<file path="src/rtl/serin_pkg.sv">
package serin_pkg;

    // Alignment of the data word relative to the frame clock.
    typedef enum logic [1:0] {
        FMT_CLASSIC = 2'd0,
        FMT_MSB     = 2'd1,
        FMT_LSB     = 2'd2,
        FMT_RSV     = 2'd3
    } fmt_e;

    // One bit event taken from the serial lines.
    typedef struct packed {
        logic ws;
        logic sd;
    } bit_ev_t;

    // Channel codes carried by the frame clock level.
    localparam logic CH_LEFT  = 1'b0;
    localparam logic CH_RIGHT = 1'b1;

    // The classic format runs one bit late with respect to the frame clock.
    function automatic logic lags_frame(input fmt_e f);
        return f == FMT_CLASSIC;
    endfunction

endpackage

</file>
<file path="src/rtl/serin_sync.sv">
module serin_sync
    import serin_pkg::*;
#(
    parameter int STAGES = 2
) (
    input  logic    clk,
    input  logic    rst,
    input  logic    sck_in,
    input  logic    ws_in,
    input  logic    sd_in,
    output logic    bit_stb,
    output bit_ev_t bit_ev
);
    localparam int LINES = 3;
    localparam int L_SD  = 0;
    localparam int L_WS  = 1;
    localparam int L_SCK = 2;

    logic [LINES-1:0]             raw;
    logic [LINES-1:0][STAGES-1:0] chain;
    logic                         sck_prev;

    assign raw = {sck_in, ws_in, sd_in};

    always_ff @(posedge clk) begin
        if (rst) begin
            chain    <= '0;
            sck_prev <= 1'b0;
        end else begin
            for (int i = 0; i < LINES; i++) begin
                chain[i] <= {chain[i][STAGES-2:0], raw[i]};
            end
            sck_prev <= chain[L_SCK][STAGES-1];
        end
    end

    assign bit_stb   = chain[L_SCK][STAGES-1] & ~sck_prev;
    assign bit_ev.ws = chain[L_WS][STAGES-1];
    assign bit_ev.sd = chain[L_SD][STAGES-1];

    // A rising edge is a single-cycle event.
    assert_stb_single_R2: assert property (@(posedge clk) disable iff (rst)
        bit_stb |=> !bit_stb);

endmodule

</file>
<file path="src/rtl/serin_framer.sv">
module serin_framer
    import serin_pkg::*;
#(
    parameter int OUT_W = 16,
    localparam int PW   = $clog2(OUT_W + 1)
) (
    input  logic          clk,
    input  logic          rst,
    input  fmt_e          fmt,
    input  logic          bit_stb,
    input  bit_ev_t       bit_ev,
    output logic          fin,
    output logic          chan,
    output logic          started,
    output logic [PW-1:0] pos,
    output logic          bnd
);
    logic          ws_d1;
    logic          ws_eff;
    logic          ws_last;
    logic [PW-1:0] cnt;

    assign ws_eff = lags_frame(fmt) ? ws_d1 : bit_ev.ws;
    assign bnd    = bit_stb && (ws_eff != ws_last);
    assign fin    = bnd;
    assign chan   = ws_last;
    assign pos    = bnd ? '0 : cnt;

    always_ff @(posedge clk) begin
        if (rst) begin
            ws_d1   <= 1'b0;
            ws_last <= 1'b0;
            cnt     <= '0;
            started <= 1'b0;
        end else if (bit_stb) begin
            ws_d1   <= bit_ev.ws;
            ws_last <= ws_eff;
            if (bnd) begin
                cnt     <= PW'(1);
                started <= 1'b1;
            end else if (cnt != PW'(OUT_W)) begin
                cnt <= cnt + PW'(1);
            end
        end
    end

    // The position counter restarts on every frame clock transition.
    assert_cnt_restart_R10: assert property (@(posedge clk) disable iff (rst)
        bnd |=> (cnt == PW'(1)));

    // Once started, the flag stays set until reset.
    assert_started_hold_R9: assert property (@(posedge clk) disable iff (rst)
        started |=> started);

endmodule

</file>
<file path="src/rtl/serin_shifter.sv">
module serin_shifter
    import serin_pkg::*;
#(
    parameter int OUT_W  = 16,
    parameter int HIST_W = 32,
    localparam int PW    = $clog2(OUT_W + 1),
    localparam int LW    = $clog2(HIST_W + 1)
) (
    input  logic             clk,
    input  logic             rst,
    input  fmt_e             fmt,
    input  logic [LW-1:0]    rj_len,
    input  logic             bit_stb,
    input  logic             bnd,
    input  logic [PW-1:0]    pos,
    input  logic             dbit,
    output logic [OUT_W-1:0] word
);
    logic [OUT_W-1:0]  acc;
    logic [HIST_W-1:0] hist;
    logic [LW-1:0]     len_c;
    logic [HIST_W-1:0] hist_al;
    logic [OUT_W-1:0]  rj_word;

    // MSB-first assembly: the word is cleared at each boundary, and its
    // bits are written from the top down until OUT_W bits have been placed.
    always_ff @(posedge clk) begin
        if (rst) begin
            acc <= '0;
        end else if (bit_stb) begin
            if (bnd) begin
                acc          <= '0;
                acc[OUT_W-1] <= dbit;
            end else begin
                for (int i = 0; i < OUT_W; i++) begin
                    if (pos == PW'(OUT_W - 1 - i)) begin
                        acc[i] <= dbit;
                    end
                end
            end
        end
    end

    // Running history of the most recent bits, newest in bit 0.
    always_ff @(posedge clk) begin
        if (rst) begin
            hist <= '0;
        end else if (bit_stb) begin
            hist <= {hist[HIST_W-2:0], dbit};
        end
    end

    // LSB-last extraction: move the MSB of the last rj_len bits to the top.
    // The bits shifted in below are zeros, which supplies the fill.
    assign len_c   = (rj_len > LW'(HIST_W)) ? LW'(HIST_W) : rj_len;
    assign hist_al = hist << (LW'(HIST_W) - len_c);
    assign rj_word = hist_al[HIST_W-1 -: OUT_W];

    assign word = (fmt == FMT_LSB) ? rj_word : acc;

    // Bits beyond the output width in MSB-first modes leave the word unchanged.
    assert_excess_ignored_R6: assert property (@(posedge clk) disable iff (rst)
        (bit_stb && !bnd && pos == PW'(OUT_W)) |=> $stable(acc));

endmodule

</file>
<file path="src/rtl/serin_pair.sv">
module serin_pair
    import serin_pkg::*;
#(
    parameter int OUT_W = 16
) (
    input  logic             clk,
    input  logic             rst,
    input  logic             fin,
    input  logic             started,
    input  logic             chan,
    input  logic [OUT_W-1:0] word,
    output logic [OUT_W-1:0] left_o,
    output logic [OUT_W-1:0] right_o,
    output logic             valid_o
);
    logic [OUT_W-1:0] left_hold;
    logic             have_left;

    always_ff @(posedge clk) begin
        if (rst) begin
            left_hold <= '0;
            have_left <= 1'b0;
            left_o    <= '0;
            right_o   <= '0;
            valid_o   <= 1'b0;
        end else begin
            valid_o <= 1'b0;
            if (fin && started) begin
                if (chan == CH_LEFT) begin
                    left_hold <= word;
                    have_left <= 1'b1;
                end else if (have_left) begin
                    left_o    <= left_hold;
                    right_o   <= word;
                    valid_o   <= 1'b1;
                    have_left <= 1'b0;
                end
            end
        end
    end

    assert_valid_pulse_R8: assert property (@(posedge clk) disable iff (rst)
        valid_o |=> !valid_o);

    assert_no_orphan_R9: assert property (@(posedge clk) disable iff (rst)
        (fin && chan == CH_RIGHT && !have_left) |=> !valid_o);

endmodule

</file>
<file path="src/rtl/serial_audio_rx.sv">
module serial_audio_rx
    import serin_pkg::*;
#(
    parameter int OUT_W       = 16,
    parameter int HIST_W      = 32,
    parameter int SYNC_STAGES = 2,
    localparam int PW         = $clog2(OUT_W + 1),
    localparam int LW         = $clog2(HIST_W + 1)
) (
    input  logic             clk,
    input  logic             rst,
    input  logic [1:0]       fmt,
    input  logic [LW-1:0]    rj_len,
    input  logic             sck_in,
    input  logic             ws_in,
    input  logic             sd_in,
    output logic [OUT_W-1:0] left_o,
    output logic [OUT_W-1:0] right_o,
    output logic             valid_o
);
    fmt_e             fmt_q;
    logic             bit_stb;
    bit_ev_t          bit_ev;
    logic             fin;
    logic             chan;
    logic             started;
    logic             bnd;
    logic [PW-1:0]    pos;
    logic [OUT_W-1:0] word;

    assign fmt_q = fmt_e'(fmt);

    serin_sync #(.STAGES(SYNC_STAGES)) u_sync (
        .clk     (clk),
        .rst     (rst),
        .sck_in  (sck_in),
        .ws_in   (ws_in),
        .sd_in   (sd_in),
        .bit_stb (bit_stb),
        .bit_ev  (bit_ev)
    );

    serin_framer #(.OUT_W(OUT_W)) u_framer (
        .clk     (clk),
        .rst     (rst),
        .fmt     (fmt_q),
        .bit_stb (bit_stb),
        .bit_ev  (bit_ev),
        .fin     (fin),
        .chan    (chan),
        .started (started),
        .pos     (pos),
        .bnd     (bnd)
    );

    serin_shifter #(.OUT_W(OUT_W), .HIST_W(HIST_W)) u_shifter (
        .clk     (clk),
        .rst     (rst),
        .fmt     (fmt_q),
        .rj_len  (rj_len),
        .bit_stb (bit_stb),
        .bnd     (bnd),
        .pos     (pos),
        .dbit    (bit_ev.sd),
        .word    (word)
    );

    serin_pair #(.OUT_W(OUT_W)) u_pair (
        .clk     (clk),
        .rst     (rst),
        .fin     (fin),
        .started (started),
        .chan    (chan),
        .word    (word),
        .left_o  (left_o),
        .right_o (right_o),
        .valid_o (valid_o)
    );

    // the cycle after reset shows the cleared outputs.
    assert_reset_clear_R1: assert property (@(posedge clk)
        $past(rst) |-> (!valid_o && left_o == '0 && right_o == '0));

endmodule

</file>
<file path="config.mk">
export PLATFORM = sky130hd
export DESIGN_NAME = serial_audio_rx
export DESIGN_NICKNAME = d
export VERILOG_FILES = /design/src/rtl/serin_pkg.sv /design/src/rtl/serin_sync.sv /design/src/rtl/serin_framer.sv /design/src/rtl/serin_shifter.sv /design/src/rtl/serin_pair.sv /design/src/rtl/serial_audio_rx.sv
export SDC_FILE = /design/constraint.sdc
export NUM_CORES = 1
export LEC_CHECK = 0
export BUFFER_PORTS_ARGS = -buffer_cell sky130_fd_sc_hd__buf_2
export CAP_MARGIN = 30
export CORE_ASPECT_RATIO = 0.7
export CORE_UTILIZATION = 45
export DETAILED_ROUTE_END_ITERATION = 10
export PLACE_DENSITY_LB_ADDON = 0.3
export SYNTH_ARGS = -nofsm -noshare
export SYNTH_HDL_FRONTEND = slang
export SYNTH_HIERARCHICAL = 1
export SYNTH_SLANG_ARGS = --single-unit
</file>
<file path="constraint.sdc">
create_clock -name clk -period 4.8 [get_ports clk]
set_input_delay 0.48 -clock clk [delete_from_list [all_inputs] [get_ports clk]]
set_output_delay 0.48 -clock clk [all_outputs]
set_load 0.01 [all_outputs]
</file>
After elaboration in Yosys (flattened, before gate mapping)
Index checks and enable logic that the tools add are counted.
- register bits after elaboration: 113
- output and inout port bits: 33
- input bits: 13
- mux-type cells: 25
- bitwise logic cells: 4
- shifts and indexed selects: 1
- equality and inequality tests: 18
- reductions and logical operators: 42
- magnitude comparators: 1
- add/subtract/negate cells: 2
- operators by type and width (cell ; number):
    $eq 5x4->1 const B ; 8
    $reduce_and 2->1 ; 19
    $reduce_bool 2->1 ; 17
    $mux 16 ; 2
    $shl 32x6->32 ; 1
    $eq 5x3->1 const B ; 4
    $mux 1 ; 19
    $mux 5 ; 3
    $eq 5x2->1 const B ; 2
    $gt 6x6->1 const B ; 1
    $mux 6 ; 1
    $sub 6x6->6 const A ; 1
    $add 5x1->5 const B ; 1
    $eq 5x1->1 const B ; 1
    $logic_not 5->1 ; 1
    $ne 5x5->1 const B ; 1
    $not 1->1 ; 3
    $reduce_and 3->1 ; 1
    $reduce_or 3->1 ; 1
    $eq 2x2->1 const B ; 1
    $logic_and 1x1->1 ; 2
    $logic_not 2->1 ; 1
    $and 1x1->1 ; 1
    $ne 1x1->1 ; 1

Depth between registers and ports, before layout
- word-level depth: 8
- mapped depth: 17
- mapped depth without buffers: 11

By module
Netlist, hierarchy kept.
- modules (own cells, without submodules) (module ; cells each ; seq. area each (um2) ; area each (um2) ; instances):
    serin_shifter ; 516 ; 960.9 ; 4187.8 ; 1
    serin_pair ; 181 ; 1001.0 ; 2026.9 ; 1
    serin_framer ; 59 ; 160.2 ; 505.5 ; 1
    serin_sync ; 17 ; 140.1 ; 205.2 ; 1

Worst setup path before layout
Ideal clock, no wire load.
- kind: in2reg
- from: in rj_len[0]
- to: reg u_pair.left_hold[14]
- stages: 16
- arrival time: 3.251 ns
- required time: 4.675 ns
- path slack: 1.424 ns
- setup time: 0.125 ns
- buffers on the path: 5
- cells stage by stage: nor2b_1 -> buf_6 -> inv_8 -> buf_6 -> buf_6 -> buf_2 -> ha_1 -> buf_2 -> mux2i_1 -> inv_1 -> mux4_2 -> mux2i_1 -> o2bb2ai_1 -> a211o_1 -> nand2b_1 -> mux2i_1
- cells in the longest elaborated chain, start to end: 5
- ends and longest elaborated chain (item ; RTL line ; RTL):
    from (decl) ; serial_audio_rx.sv:13 ; input logic [LW-1:0] rj_len,
    $gt 6x6->1 ; serin_shifter.sv:55 ; assign len_c = (rj_len > LW'(HIST_W)) ? LW'(HIST_W) : rj_len;
    $mux 6 (*) ; serin_shifter.sv:55 ;
    $sub 6x6->6 (*) ; serin_shifter.sv:56 ; assign hist_al = hist << (LW'(HIST_W) - len_c);
    $shl 32x6->32 (*) ; serin_shifter.sv:56 ;
    $mux 16 (*) ; serin_shifter.sv:59 ; assign word = (fmt == FMT_LSB) ? rj_word : acc;
    net word[14] ; serial_audio_rx.sv:29 ; logic [OUT_W-1:0] word;
    to (signal assigned) ; serin_pair.sv:30 ; left_hold <= word;
    to (decl) ; serin_pair.sv:16 ; logic [OUT_W-1:0] left_hold;
The timed path passes the listed nets; every way through them passes the cells marked *.
A chain may end at the register's enable or synchronous reset.

Worst setup path in the final report
- from: in rj_len[5]
- to: reg u_pair.left_hold[15]
The elaborated chain is that of the path after synthesis.

==> summary.log <==
[status] outcome complete, no violations
[die] die outline width 150.3 um
[global_route] global-route total usage across every layer 0.2473
[drt] Via density 5.912
[final_layout] fraction of layout cells with a size suffix above 1 0.1646
[drt] number of iterations in the first detailed-routing pass 5
[power] switching portion of total power 0.2692
[cts] hold buffer count at CTS 0
[timing] Setup TNS Final 0 ns
[final_layout] FF/Latch Area 2262 sq um
[synthesis] area fraction of the dominant cell type after synthesis 0.3266
[synthesis] warning count from the yosys run 6
[worst_setup_path] highest fanout seen on the critical path 45
[cts] clock sink count 113
[worst_setup_path] r2r worst-path depth 9
[die] top-level I/O count 46
[cts] buffers from clock root to sink, at most 2
[timing] number of hold violations in the final report 0
[synthesis] primary flip-flop cell chosen by synthesis mapping dfxtp_1
[global_route] met1 layer usage reported by global route 0.3508
[synthesis] post-synthesis instance area 6925 sq um
[global_route] Most Used Layer, Global Route met2
[final_layout] P&R area growth vs syn 12.48%
[power] logic gate share of total power 0.103
[synthesis] mean post-synth cell area 8.959 sq um
[placement] number of port buffers 45
[min_path] Min-Delay Path Class input pin to flop
[worst_setup_path] data required time of the worst path 5.14 ns
[die] DIE HEIGHT 105.8 um
[worst_setup_path] critical path data arrival time 3.75 ns
[die] effective utilization at floorplan 0.4660
[synthesis] leading cell types by total area after synthesis dfxtp_1, mux2i_1, nand2b_1
[timing] final count of pins violating max slew 0
[timing] final worst-path cycle share 0.7103
[power] Peak supply drop 191.1 uV
[drt] number of nets with antenna violations after routing 0
[timing] Slew headroom 0.4890
[timing] clock period minus worst slack 3.409 ns
[timing] Setup violations, final 0
[global_route] total overflow reported by the global router 0
[drt] detail-routed net length per standard cell 18.78 um
[worst_setup_path] critical register-to-register path endpoint u_shifter/acc[5]
[cts] clock tree from TritonCTS done
[power] share of power burned in registers 0.377
[drt] number of remaining DRC errors 0
[power] total internal power 1.834 mW
[synthesis] flop and latch count out of synthesis 113
[cts] root buffer cell clkbuf_16
[final_layout] number of nets in the finished design 811
[cts] Skew-Pair Late Insertion Delay 0.42 ns
[final_layout] top library cells by usage in the layout, fill and taps aside mux2i_1, dfxtp_1, nor2_1, nand2b_1, nand2_1
[worst_setup_path] crit path from rj_len[5]
[global_route] first-pass GRT wire length 30170 um
[final_layout] FILL cells 1364
[placement] Final HPWL DP 13310 um
[synthesis] Post-Synthesis Net Count 789
[power] total leakage power 3.038 nW
[worst_setup_path] launch point of the worst reg-to-reg path u_framer/ws_d1
[synthesis] fraction of registers with async set/reset 0
[worst_setup_path] startpoint type of the worst setup path input pin
[die] total core area 14860 sq um
[global_route] number of antenna violations at the first check in global routing 0
[final_layout] total area of multi-input combinational cells 4310 sq um
[die] Die Footprint 15900 sq um
[synthesis] EDFF count, synth 0
[placement] weighted congestion at the end of routability-driven global placement 0.9426
[drt] number of DRC violations after detailed-routing iteration 0 514
[power] relative contribution of the clock network to total power 0.520
[timing] timing-limited maximum frequency 0.2933 GHz
[final_layout] most common library cell in the layout ignoring fill and taps mux2i_1
[cts] clock-pin transition on the worst setup and hold timing paths 0.07 ns
[power] total power divided by cell area 322.1 nW/um^2
[die] cell row count 37
[drt] Vias 5930
[timing] setup clock skew after layout 0.01255 ns
[final_layout] fin util 0.5242
[global_route] via count of the first global-routing pass 5599
[cts] post-cts gate resize count 0
[global_route] pin count of the biggest net entering global routing 79
[placement] cell total after placement 971
[worst_setup_path] capture point of the worst path u_pair/left_hold[15]
[drt] total wirelength of the detailed-routed design 18840 um
[synthesis] sequential element share of the synthesized area 0.3266
[timing] Worst-Margin Slew 0.7651 ns
[synthesis] cell taking the most area after synthesis dfxtp_1
[global_route] global-route track usage on met3 0.06320
[worst_setup_path] setup slack of the most critical reg-to-reg path 2.17 ns
[synthesis] Distinct cells, synth 71
[global_route] M2 GR Usage 0.3650
[timing] setup repair after global routing missed its margin no
[job] reported max-cap violation count 0
[cts] number of CTS-inserted buffers 17
[cts] htree depth 4
[worst_setup_path] type of element capturing the critical path flop
[power] Switching Power 0.6753 mW
[worst_setup_path] critical path class input pin to flop
[final_layout] number of standard cells in the final layout excluding fillers 1003
[synthesis] count of mapped cells out of synthesis 773
[final_layout] count of antenna diodes in the layout 0
[cts] postcts setup bufs 0
[final cells by class]
class	count	share of cell area
repair buffers	57	0.04080
inverters	11	0.006264
clock buffers	18	0.05638
clock inverters	14	0.02152
well taps	195	0.03132
multi-input cells	595	0.5533
flip-flops and latches	113	0.2904
[Yosys cell counts, types with 2 or more instances]
| cell | instances |
|---|---|
| mux2i_1 | 126 |
| dfxtp_1 | 113 |
| nor2_1 | 87 |
| nand2b_1 | 73 |
| nand2_1 | 69 |
| a21oi_1 | 27 |
| o21ai_0 | 25 |
| clkbuf_1 | 22 |
| a22oi_1 | 18 |
| mux4_2 | 17 |
| buf_2 | 15 |
| nor2b_1 | 15 |
| nand3_1 | 14 |
| nor3_1 | 13 |
| mux2_2 | 10 |
| inv_1 | 9 |
| and2_1 | 7 |
| a211oi_1 | 6 |
| buf_6 | 6 |
| o221ai_1 | 6 |
| a221o_1 | 5 |
| a31oi_1 | 5 |
| buf_1 | 5 |
| and3_1 | 4 |
| buf_4 | 4 |
| nor3_2 | 4 |
| o211ai_1 | 4 |
| a211o_1 | 3 |
| ha_1 | 3 |
| nand3b_1 | 3 |
| o21ai_1 | 3 |
| o22ai_1 | 3 |
| o41ai_1 | 3 |
| xor2_1 | 3 |
| a22o_1 | 2 |
| a311oi_1 | 2 |
| and4_1 | 2 |
| buf_12 | 2 |
| nand4_1 | 2 |
| or3_1 | 2 |
[layer usage]
metal / vias to the layer above / part of all wire
met1: 2835 / 0.46
met3: 26 / 0.093
met4: 0 / 0.014
met5: - / 0
li1: 2804 / -
met2: 265 / 0.43
[worst min path at each step]
stage,to,slack [ns],start,cells after the start
after floorplan,u_sync/bit_ev[0],0.41,u_sync/chain[0],1
after global routing,u_sync/chain[4],0.27,sck_in,2
after detailed placement,u_sync/bit_ev[0],0.43,u_sync/chain[0],1
after global placement,u_sync/chain[5],0.42,u_sync/chain[4],1
final,u_sync/chain[2],0.27,ws_in,2
after CTS,u_sync/chain[2],0.26,ws_in,2
[power groups by stage]
stage                     combinational, mW  sequential (mW)  clock (mW)
after floorplan                       0.198            0.965           0
after global placement                0.250            0.966           0
after detailed placement              0.251            0.966           0
after CTS                             0.252            0.946        1.33
after global routing                  0.276            0.946        1.38
final                                 0.258            0.946        1.31
[sequential cells by signal, summed over array words and instances (netlist names), 2 cells and up]
signal            flops
u_shifter/hist       32
u_pair/right_o       16
u_framer/cnt          5
u_shifter/acc        16
u_sync/chain          4
u_sync/bit_ev         2
u_pair/left_hold     16
u_pair/left_o        16
[logic make-up after synthesis]
kind of cell | synth area share
AOI/OAI and AO/OA | 0.1216
xor gates and xnor gates | 0.009035
adders and majority gates | 0.005421
buffers and inverters | 0.05239
DFF | 0.3266
muxes | 0.2573
and+or+nand+nor | 0.2276
[critical path, cell delays in order]
cell       delay (ns)
buf_2            0.15
nor2b_2          0.26
inv_8            0.17
ha_1             0.37
xnor2_4          0.56
buf_4            0.34
mux2_1           0.34
a221o_1          0.34
a221o_1          0.36
a2bb2oi_1        0.14
nand2b_1         0.09
mux2i_1          0.12
[stage by stage]
step	instance area (sq um)	power (mW)	setup slack, ns	hold WS [ns]
after floorplan	6925	1.163	1.424	0.4138
after global placement	7183	1.217	1.095	0.4176
after detailed placement	7183	1.218	0.9944	0.4264
after CTS	7790	2.531	1.437	0.2586
after global routing	7790	2.604	1.211	0.2680
final	7790	2.509	1.391	0.2699
Note: power is estimated with default switching activity, not from simulation.
